--- src/rtl/bitop_pkg.sv ---
package bitop_pkg;
  typedef enum logic [3:0] {
    BOP_SET    = 4'd0,
    BOP_CLR    = 4'd1,
    BOP_FLIP   = 4'd2,
    BOP_TEST   = 4'd3,
    BOP_LOAD   = 4'd4,
    BOP_LOADN  = 4'd5,
    BOP_STORE  = 4'd6,
    BOP_STOREN = 4'd7,
    BOP_AND    = 4'd8,
    BOP_ANDN   = 4'd9,
    BOP_OR     = 4'd10,
    BOP_ORN    = 4'd11,
    BOP_XOR    = 4'd12,
    BOP_XORN   = 4'd13
  } bop_e;

  typedef enum logic [2:0] {
    WK_NONE, WK_SET, WK_CLR, WK_FLIP, WK_STORE
  } wr_kind_e;

  typedef enum logic [2:0] {
    CK_KEEP, CK_LOAD, CK_AND, CK_OR, CK_XOR
  } cf_kind_e;

  typedef struct packed {
    wr_kind_e wk;
    cf_kind_e ck;
    logic     inv;   // complement bit (or C for store) before use
    logic     tst;
  } bop_ctrl_t;
endpackage

--- src/rtl/bitop_decode.sv ---
module bitop_decode
  import bitop_pkg::*;
(
  input  logic [3:0] op_i,
  output bop_ctrl_t  ctrl_o
);
  always_comb begin
    ctrl_o = '{wk: WK_NONE, ck: CK_KEEP, inv: 1'b0, tst: 1'b0};
    case (op_i)
      BOP_SET:    ctrl_o.wk = WK_SET;
      BOP_CLR:    ctrl_o.wk = WK_CLR;
      BOP_FLIP:   ctrl_o.wk = WK_FLIP;
      BOP_TEST:   ctrl_o.tst = 1'b1;
      BOP_LOAD:   ctrl_o.ck = CK_LOAD;
      BOP_LOADN:  begin ctrl_o.ck = CK_LOAD; ctrl_o.inv = 1'b1; end
      BOP_STORE:  ctrl_o.wk = WK_STORE;
      BOP_STOREN: begin ctrl_o.wk = WK_STORE; ctrl_o.inv = 1'b1; end
      BOP_AND:    ctrl_o.ck = CK_AND;
      BOP_ANDN:   begin ctrl_o.ck = CK_AND; ctrl_o.inv = 1'b1; end
      BOP_OR:     ctrl_o.ck = CK_OR;
      BOP_ORN:    begin ctrl_o.ck = CK_OR; ctrl_o.inv = 1'b1; end
      BOP_XOR:    ctrl_o.ck = CK_XOR;
      BOP_XORN:   begin ctrl_o.ck = CK_XOR; ctrl_o.inv = 1'b1; end
      default:    ;
    endcase
  end
endmodule

--- src/rtl/bitop_select.sv ---
module bitop_select #(
  parameter int DATA_W = 8,
  parameter int IDX_W  = 4
) (
  input  logic [DATA_W-1:0] byte_i,
  input  logic [IDX_W-1:0]  idx_i,
  output logic [DATA_W-1:0] mask_o,
  output logic              bit_o
);
  // DATA_W is a power of two: modulo keeps the low index bits
  logic [IDX_W-1:0] pos;
  assign pos = idx_i % IDX_W'(DATA_W);

  for (genvar k = 0; k < DATA_W; k++) begin : g_mask
    assign mask_o[k] = (pos == IDX_W'(k));
  end

  assign bit_o = |(byte_i & mask_o);
endmodule

--- src/rtl/bitop_unit.sv ---
module bitop_unit
  import bitop_pkg::*;
#(
  parameter int DATA_W = 8,
  parameter int IDX_W  = 4
) (
  input  logic              clk_i,
  input  logic              rst_ni,
  input  logic [3:0]        op_i,
  input  logic [DATA_W-1:0] byte_i,
  input  logic [IDX_W-1:0]  idx_i,
  input  logic              c_i,
  input  logic              z_i,
  output logic [DATA_W-1:0] byte_o,
  output logic              we_o,
  output logic              c_o,
  output logic              z_o
);
  bop_ctrl_t         ctrl;
  logic [DATA_W-1:0] mask;
  logic              sel_bit;
  logic              eff_bit;
  logic              lane_val;
  logic [DATA_W-1:0] nxt_byte;
  logic              nxt_we;
  logic              nxt_c;
  logic              nxt_z;

  bitop_decode u_dec (
    .op_i   (op_i),
    .ctrl_o (ctrl)
  );

  bitop_select #(.DATA_W(DATA_W), .IDX_W(IDX_W)) u_sel (
    .byte_i (byte_i),
    .idx_i  (idx_i),
    .mask_o (mask),
    .bit_o  (sel_bit)
  );

  assign eff_bit = sel_bit ^ ctrl.inv;

  always_comb begin
    case (ctrl.wk)
      WK_SET:   lane_val = 1'b1;
      WK_CLR:   lane_val = 1'b0;
      WK_FLIP:  lane_val = ~sel_bit;
      WK_STORE: lane_val = c_i ^ ctrl.inv;
      default:  lane_val = sel_bit;
    endcase
  end

  for (genvar k = 0; k < DATA_W; k++) begin : g_lane
    assign nxt_byte[k] = mask[k] ? lane_val : byte_i[k];
  end

  assign nxt_we = (ctrl.wk != WK_NONE);

  always_comb begin
    case (ctrl.ck)
      CK_LOAD: nxt_c = eff_bit;
      CK_AND:  nxt_c = eff_bit & c_i;
      CK_OR:   nxt_c = eff_bit | c_i;
      CK_XOR:  nxt_c = eff_bit ^ c_i;
      default: nxt_c = c_i;
    endcase
  end

  assign nxt_z = ctrl.tst ? ~sel_bit : z_i;

  always_ff @(posedge clk_i or negedge rst_ni) begin
    if (!rst_ni) begin
      byte_o <= '0;
      we_o   <= 1'b0;
      c_o    <= 1'b0;
      z_o    <= 1'b0;
    end else begin
      byte_o <= nxt_byte;
      we_o   <= nxt_we;
      c_o    <= nxt_c;
      z_o    <= nxt_z;
    end
  end

  // one cycle of history exists once this is set
  logic live_q;
  always_ff @(posedge clk_i or negedge rst_ni) begin
    if (!rst_ni) live_q <= 1'b0;
    else         live_q <= 1'b1;
  end


  one_bit_touched_chk: assert property (@(posedge clk_i) disable iff (!rst_ni)
    live_q |-> $countones(byte_o ^ $past(byte_i)) <= 1);


  z_only_on_test_chk: assert property (@(posedge clk_i) disable iff (!rst_ni)
    (live_q && $past(op_i) != 4'd3) |-> z_o == $past(z_i));


  c_kept_on_write_chk: assert property (@(posedge clk_i) disable iff (!rst_ni)
    (live_q && $past(op_i) <= 4'd7 && $past(op_i) != 4'd4
            && $past(op_i) != 4'd5) |-> c_o == $past(c_i));


  passthru_no_write_chk: assert property (@(posedge clk_i) disable iff (!rst_ni)
    (live_q && !we_o) |-> byte_o == $past(byte_i));


  undef_no_effect_chk: assert property (@(posedge clk_i) disable iff (!rst_ni)
    (live_q && $past(op_i) >= 4'd14) |->
      (!we_o && c_o == $past(c_i) && z_o == $past(z_i)));


  logic_no_write_chk: assert property (@(posedge clk_i) disable iff (!rst_ni)
    (live_q && $past(op_i) >= 4'd8 && $past(op_i) <= 4'd13) |-> !we_o);
endmodule

--- config.mk ---
export PLATFORM = sky130hd
export DESIGN_NAME = bitop_unit
export DESIGN_NICKNAME = d
export VERILOG_FILES = /design/src/rtl/bitop_pkg.sv /design/src/rtl/bitop_decode.sv /design/src/rtl/bitop_select.sv /design/src/rtl/bitop_unit.sv
export SDC_FILE = /design/constraint.sdc
export NUM_CORES = 1
export LEC_CHECK = 0
export ABC_AREA = 1
export CAP_MARGIN = 25
export CORE_ASPECT_RATIO = 1.5
export CORE_MARGIN = 10
export CORE_UTILIZATION = 40
export CTS_CLUSTER_SIZE = 20
export DETAILED_ROUTE_END_ITERATION = 8
export PLACE_DENSITY_LB_ADDON = 0.15
export SETUP_SLACK_MARGIN = 0.3
export SYNTH_ARGS = -nofsm -noshare
export SYNTH_HDL_FRONTEND = slang
export SYNTH_HIERARCHICAL = 1
export SYNTH_SLANG_ARGS = --single-unit
export TNS_END_PERCENT = 5
--- constraint.sdc ---
create_clock -name clk_i -period 0.8 [get_ports clk_i]
set_input_delay 0.08 -clock clk_i [delete_from_list [all_inputs] [get_ports clk_i]]
set_output_delay 0.08 -clock clk_i [all_outputs]
set_load 0.05 [all_outputs]
After elaboration in Yosys (flattened, before gate mapping). Index checks and enable logic that the tools add are counted.

Eq/ne operators: 28. Mux-type cells: 15. Bitwise operators: 7. Reductions and logical operators: 10.

Operators with widths (count): $eq 4x4->1 const B (6); $pmux 3 s4 (2); $eq 3x2->1 const B (6); $eq 3x3->1 const B (6); $eq 4x3->1 const B (4); $mux 1 (11); $reduce_or 2->1 (5); $eq 3x1->1 const B (3); $and 8x8->8 (1); $eq 4x2->1 const B (2); $logic_not 4->1 (2); $pmux 1 s4 (2); $reduce_or 8->1 (1); $reduce_or 5->1 (1); $eq 4x1->1 const B (1); $reduce_bool 3->1 (1); $xor 1x1->1 (3); $and 1x1->1 (1); $not 1->1 (1); $or 1x1->1 (1).

Bits in registers: 11. Output and inout bits: 11. Word-level logic and storage cells: 64.

Longest topological paths before layout. Gate-level depths: netlist of run 1.

Depth after elaboration: 6. Depth in mapped cells: 13.

Hierarchy. Netlist of run 1, hierarchy kept.

Modules (own cells, without submodules): bitop_unit (instances 1, cells each 84, area an instance 619.3 µm²); bitop_select (instances 1, cells each 30, area an instance 167.7 µm²); bitop_decode (instances 1, cells each 21, area an instance 88.8 µm²).

Worst setup path after synthesis of run 1. Ideal clock, no wire load.

Path type: input -> register. From: in idx_i[0]. To: reg c_o. Data arrival time: 1.368 ns. Data required time: 0.681 ns. Path slack: -0.687 ns. Stages on the path: 13. Path through: buf_6 > nor2_2 > nand3_1 > nand2_1 > nor2_1 > nand2_1 > xor2_2 > inv_1 > ha_1 > nand3_1 > o21ai_2 > nor2_1 > nand2_1.

Longest elaborated chain between the ends: 6. Elaborated cells between the ends (all ways): 15.

Ends and longest elaborated chain: from (decl) (line bitop_unit.sv:11) `input logic [IDX_W-1:0] idx_i,`; $eq 3x1->1, or another cell as far along (line bitop_select.sv:15) `assign mask_o[k] = (pos == IDX_W'(k));`; $and 8x8->8 * (line bitop_select.sv:18) `assign bit_o = |(byte_i & mask_o);`; $reduce_or 8->1 * (line bitop_select.sv:18); net sel_bit (line bitop_unit.sv:21) `logic sel_bit;`; $xor 1x1->1 * (line bitop_unit.sv:41) `assign eff_bit = sel_bit ^ ctrl.inv;`; $xor 1x1->1, or another cell as far along (line bitop_unit.sv:64) `CK_XOR: nxt_c = eff_bit ^ c_i;`; $pmux 1 s4 * (line bitop_unit.sv:60) `case (ctrl.ck)`; net nxt_c (line bitop_unit.sv:26) `logic nxt_c;`; to (signal assigned) (line bitop_unit.sv:80) `c_o <= nxt_c;`; to (decl) (line bitop_unit.sv:16) `output logic c_o,`.

The timed path passes the listed nets; every way through them passes the cells marked *.

Worst setup path after layout of run 1.
From: in idx_i[1]. To: reg c_o.

The elaborated chain is that of the path after synthesis.

==> results of run 1 <==
## routing by layer
metal / vias up / share of wire [%] / routed length, µm
met5: - / 0 / 0
met4: 0 / 1.7 / 48
met3: 4 / 5.0 / 139
met2: 36 / 57 / 1600
met1: 503 / 36 / 1000
li1: 540 / - / -
## kinds of logic after synthesis
logic type / after synthesis / synth area share [%]
xor+xnor: 1 / 1.86
simple gates: 87 / 45.0
compound gates: 7 / 4.43
buf+inv: 27 / 14.4
fa+ha+maj: 2 / 2.86
flops: 11 / 31.4
## placed cells by master (no fill, tap or decap), types with 5 or more instances in the layout
cell type / instances
sky130_fd_sc_hd__buf_12: 11
sky130_fd_sc_hd__buf_4: 22
sky130_fd_sc_hd__buf_6: 8
sky130_fd_sc_hd__clkdlybuf4s15_1: 6
sky130_fd_sc_hd__dfrtp_1: 11
sky130_fd_sc_hd__inv_1: 16
sky130_fd_sc_hd__inv_2: 5
sky130_fd_sc_hd__nand2_1: 37
sky130_fd_sc_hd__nand2_2: 7
sky130_fd_sc_hd__nand3_1: 7
sky130_fd_sc_hd__nand4_1: 6
sky130_fd_sc_hd__nor2_1: 6
sky130_fd_sc_hd__nor2_2: 7
sky130_fd_sc_hd__nor3_1: 8
## final timing paths
check                           from         to  slack (ns)  cells past startpoint
min in group clk_i         byte_i[2]  byte_o[2]        0.16                      3
max in group asynchronous     rst_ni       we_o        0.55                      2
hold / removal                rst_ni  byte_o[7]         0.1                      2
setup / recovery            idx_i[1]        c_o       -0.42                     14
## layout make-up
cell class,instances,area [µm²]
multi-input combinational,97,553
fill,141,445
tap,22,27.5
sequential,11,275
inverter,24,97.6
clock buffer,4,26.3
timing repair buffer,58,627
## power by group through the flow
stage          Sequential, mW  Clock [mW]  Combinational (mW)
2_1_floorplan           0.809           0               0.292
3_3_place_gp            0.661           0               0.923
3_5_place_dp            0.660           0               0.944
4_1_cts                 0.651       0.395               0.983
5_1_grt                 0.656       0.420                1.10
6_report                0.650       0.377                1.03
## state kept, by name, summed over array words and instances (netlist names)
name / flops
c_o: 1
z_o: 1
we_o: 1
byte_o: 8
## what timing repair did
item                       CTS  global route
gates cloned                 1             0
pin swaps                   21            18
setup endpoints to repair   22            22
setup buffers                4             0
gates resized for setup     55            17
==> flow_summary.yaml, run 1 <==
status:
  result_of_the_run: "complete, but fails checks"
  failing_checks: "setup timing"
critical_path:
  chain_of_cells_forming_the_critical_path: "buf_6, buf_8, nor2_4, nand3_2, nand2_2, nor2_2, nand2_2, xor2_2, inv_2, ha_4, nand3_2, o21ai_2, nor2_1, nand2_1"
  largest_stage_delay_worst_path_ns: 0.21
  cp_top_family: "simple AND/OR/NAND/NOR gates"
  worst_setup_path_start_kind: "primary input"
  slowest_stage: "sky130_fd_sc_hd__ha_4"
  worst_ep_arrival_time_ns: 1.39
  worst-path-max-fanout: 7
  worstPathRequired_ns: 0.96
  timing.critical_path.buf_inv: 3
  path_class: "in2reg"
  end_kind: "flop"
global_routing:
  largest_net_degree_at_the_start_of_global_routing: 12
  grt_use_total_pct: 12.4
  antenna_violations_before_repair: 0
  global_route_congestion_overflow_total: 0
  busiest_layer: "met2"
  grt_use_met2_pct: 24.0
  grt_util_met3_pct: 2.14
  groute.layer.met1.usage_pct: 11.6
  first_global_vias: 1091
  grt_first_pass_wirelength_mm: 4.65
floorplan:
  design.die.area_um2: 4500
  ports_placed_on_the_boundary: 31
  std_cell_rows: 20
  initial_utilization_pct: 42.7
  die_x_um: 58.2
  placeable_area_um2: 2050
  die_height_um: 77.3
detailed_routing:
  remaining_drc_errors: 0
  wl_per_cell_um: 12.9
  final_antenna_net_count: 0
  dr_total_vias: 1083
  detail_route.iter0.violations: 43
  vias_per_cell: 5.01
  drt_wl_total_mm: 2.79
  drt_first_pass_iters: 4
power:
  share_comb_of_total_power_pct: 50.0
  vdd.ir_drop.worst_mv: 0.684
  fin_total_pwr_mw: 2.05
  power.net_switching_mw: 0.758
  intPower_mw: 1.30
  leakage_nw: 0.796
  power.sequential.fraction_pct: 31.7
  sw_frac_of_total_pct: 36.9
  powerDensity_nw_per_um2: 1280
  share_clk_of_total_power_pct: 18.4
synth:
  async_s_r_ff_share_synth_pct: 100
  yosys.area.top_type_share_pct: 31.4
  number_of_flops_mapped_to_enable_cells_by_yosys: 0
  netlist.top_cell.by_area: "sky130_fd_sc_hd__dfrtp_1"
  yosysMostFrequentCell: "sky130_fd_sc_hd__nand2_1"
  synth_area_leaders: "sky130_fd_sc_hd__dfrtp_1 31%, sky130_fd_sc_hd__nand2_1 18%, sky130_fd_sc_hd__inv_1 8.1%"
  yosys_register_bits: 11
  yosysSeqAreaShare_pct: 31.4
  post_synthesis_cells: 135
  yosysWarnings: 6
  syn_area_per_cell_um2: 6.49
  syn_nets: 157
  netlist_area_pre_place_um2: 876
  synth_cell_type_count: 21
  synth_top_flop_cell: "sky130_fd_sc_hd__dfrtp_1"
  ys_top_cells_by_count: "41 x sky130_fd_sc_hd__nand2_1, 19 x sky130_fd_sc_hd__inv_1, 14 x sky130_fd_sc_hd__nor2_1"
clock_network:
  cts_made_buffers: 3
  cts_buffer_depth: 2
  h-tree-depth: 1
  cts-hold-fix-buffers: 0
  worst_setup_hold_path_clk_slew_ns: 0.07
  cts_tree: "yes"
  cts.sink_count: 11
  clk_root_buffer_cell: "sky130_fd_sc_hd__clkbuf_4"
sta:
  fmax_mhz: 817
  period_minus_slack_ns: 1.22
  slew-limit-headroom_pct: 82.8
  period_share_pct: 153
  final.setup.tns_ns: -3.90
  fin_worst_hold_slack_ns: 0.0993
  final.setup.worst_slack_ns: -0.424
  max_slew.worst_pin.slew_ns: 0.256
  rsz0062_at_grt: "true"
  report.final.slew_viol_count: 0
  report.final.setup_viol: 21
  report.final.hold_viol_count: 0
placement:
  dp_slack_ns: -1.15
  placement.io_buffers: 29
  post_dp_cell_area_um2: 1460
  dp_cells: 207
  place_congestion: 0.816
  place.detailed.hpwl_mm: 2.07
final_layout:
  post_route_cells_drive_above_1_share_pct: 43.3
  area_growth_syn_to_layout_pct: 83.4
  fin_cells: 216
  post-route-cell-area_um2: 1610
  antenna_cells: 0
  fin_util_pct: 78.3
  design.final.nets: 217
job:
  cap_violations: 0
worst_hold_path:
  min_path_type: "in2async"
(Power assumes the default switching activity.)
==> inputs of run 2 (changes only) <==
TNS_END_PERCENT = unset   (was 5)
==> flow_summary.yaml, run 2 (synthesis gave the netlist of run 1 again) <==
status:
  result_of_the_run: "complete, but fails checks"
  failing_checks: "setup timing"
sta:
  max_slew.worst_pin.slew_ns: 0.327
  fmax_mhz: 770
  report.final.hold_viol_count: 0
  report.final.slew_viol_count: 0
  rsz0062_at_grt: "true"
  period_minus_slack_ns: 1.30
  report.final.setup_viol: 21
  final.setup.worst_slack_ns: -0.499
  slew-limit-headroom_pct: 78.1
  final.setup.tns_ns: -5.26
  period_share_pct: 162
critical_path:
  end_kind: "flop"
  worst_setup_path_start_kind: "primary input"
  crit_path_start: "idx_i[1]"
  chain_of_cells_forming_the_critical_path: "buf_6, buf_6, nor2_4, nand3_2, nand2_2, nor2_2, nand2_2, xor2_2, inv_1, ha_4, nand3_2, o21ai_2, nor2_1, nand2_1"
  slowest_stage: "sky130_fd_sc_hd__ha_4"
  largest_stage_delay_worst_path_ns: 0.22
  path_class: "in2reg"
  worst_ep_arrival_time_ns: 1.46
  worstPathRequired_ns: 0.96
  worst-path-max-fanout: 4
placement:
  placement.io_buffers: 29
  dp_slack_ns: -1.23
  place_congestion: 0.899
  place.detailed.hpwl_mm: 2.22
clock_network:
  worst_setup_hold_path_clk_slew_ns: 0.07
  cts_made_buffers: 3
  cts_buffer_depth: 2
  cts_tree: "yes"
  clk_root_buffer_cell: "sky130_fd_sc_hd__clkbuf_4"
  h-tree-depth: 1
  cts.sink_count: 11
final_layout:
  layout_common_cells: "34 x sky130_fd_sc_hd__buf_4, 33 x sky130_fd_sc_hd__nand2_1, 15 x sky130_fd_sc_hd__inv_1"
  post_route_cells_drive_above_1_share_pct: 53.2
  antenna_cells: 0
  final_common_cell: "sky130_fd_sc_hd__buf_4"
  design.final.nets: 226
  regMostFlops: "byte_o"
  area_growth_syn_to_layout_pct: 93.9
  number_of_fill_cells_in_the_layout: 125
  largest_register_ffs: 8
floorplan:
  die_height_um: 77.3
  die_x_um: 58.2
  ports_placed_on_the_boundary: 31
  initial_utilization_pct: 42.7
  design.die.area_um2: 4500
  placeable_area_um2: 2050
  std_cell_rows: 20
detailed_routing:
  remaining_drc_errors: 0
  vias_per_cell: 4.94
  dr_total_vias: 1112
  detail_route.iter0.violations: 18
  drt_wl_total_mm: 2.99
  drt_first_pass_iters: 4
  final_antenna_net_count: 0
  wl_per_cell_um: 13.3
global_routing:
  antenna_violations_before_repair: 0
  global_route_congestion_overflow_total: 0
  largest_net_degree_at_the_start_of_global_routing: 12
  grt_use_total_pct: 12.1
  first_global_vias: 1099
  grt_first_pass_wirelength_mm: 4.66
power:
  share_comb_of_total_power_pct: 51.3
  power.net_switching_mw: 0.775
  powerDensity_nw_per_um2: 1240
  vdd.ir_drop.worst_mv: 0.741
  share_clk_of_total_power_pct: 17.6
  fin_total_pwr_mw: 2.11
  leakage_nw: 0.834
  power.sequential.fraction_pct: 31.1
  sw_frac_of_total_pct: 36.7
  intPower_mw: 1.34
worst_hold_path:
  min_path_type: "in2async"
job:
  cap_violations: 0
[run 2: cell types whose count changed in the layout (fill, tap and decap cells not counted), sizes merged]
cell         change
buf              +9
clkbuf           +1
dlygate4sd2      -1
[run 2: routing by layer]
| metal | vias up | GRT usage (%) | wire, µm | part of all wire [%] |
|---|---|---|---|---|
| li1 | 556 | - | - | - |
| met1 | 519 | 11.6 | 1160 | 39 |
| met2 | 29 | 22.3 | 1600 | 54 |
| met3 | 8 | 3.46 | 153 | 5.1 |
| met4 | 0 | 5.66 | 82 | 2.7 |
| met5 | - | 0 | 0 | 0 |
[run 2: power groups by stage]
stage	logic [mW]	registers, mW	clock network, mW
after floorplan	0.306	0.819	0
after global placement	0.950	0.665	0
after CTS	1.02	0.658	0.378
final	1.08	0.656	0.372
after detailed placement	0.978	0.668	0
after global routing	1.16	0.662	0.404
[run 2: worst paths after layout]
check	to	depth (start not counted)	slack (ns)
setup / recovery	c_o	14	-0.50
hold / removal	byte_o[2]	2	0.10
max in group asynchronous	byte_o[1]	2	0.53
min in group clk_i	byte_o[6]	3	0.15
[run 2: per-stage QoR]
step	utilization [%]	area [µm²]	hold WS, ns	instances
3_3_place_gp	75.2	1540	0.386	214
6_report	82.7	1700	0.101	225
4_1_cts	80.3	1650	0.109	224
2_1_floorplan	-	942	-0.216	135
5_1_grt	82.7	1700	0.110	225
3_5_place_dp	75.2	1540	0.394	214
[run 2: critical path: cells and delay by family]
family / cells / cell delay [ns]
buffers and inverters: 3 / 0.31
adders and majority gates: 1 / 0.22
xor gates and xnor gates: 1 / 0.17
AOI/OAI and AO/OA: 1 / 0.05
and+or+nand+nor: 8 / 0.63
[run 2: cell type report]
type | instances | area, µm² | share of cell area [%]
Timing Repair Buffer | 67 | 686 | 40.4
Tap cell | 22 | 27.5 | 1.62
Inverter | 24 | 100 | 5.90
Multi-Input combinational cell | 97 | 571 | 33.6
Sequential cell | 11 | 288 | 16.9
Clock buffer | 4 | 26.3 | 1.55
[run 2: timing repair]
| item | 4_1_cts | 5_1_grt |
|---|---|---|
| cloned | 0 | 0 |
| setup endpoints to repair | 22 | 22 |
| resized for setup | 46 | 28 |
| setup buffers | 6 | 1 |
| pin swaps | 21 | 20 |
| hold buffers | 0 | 0 |
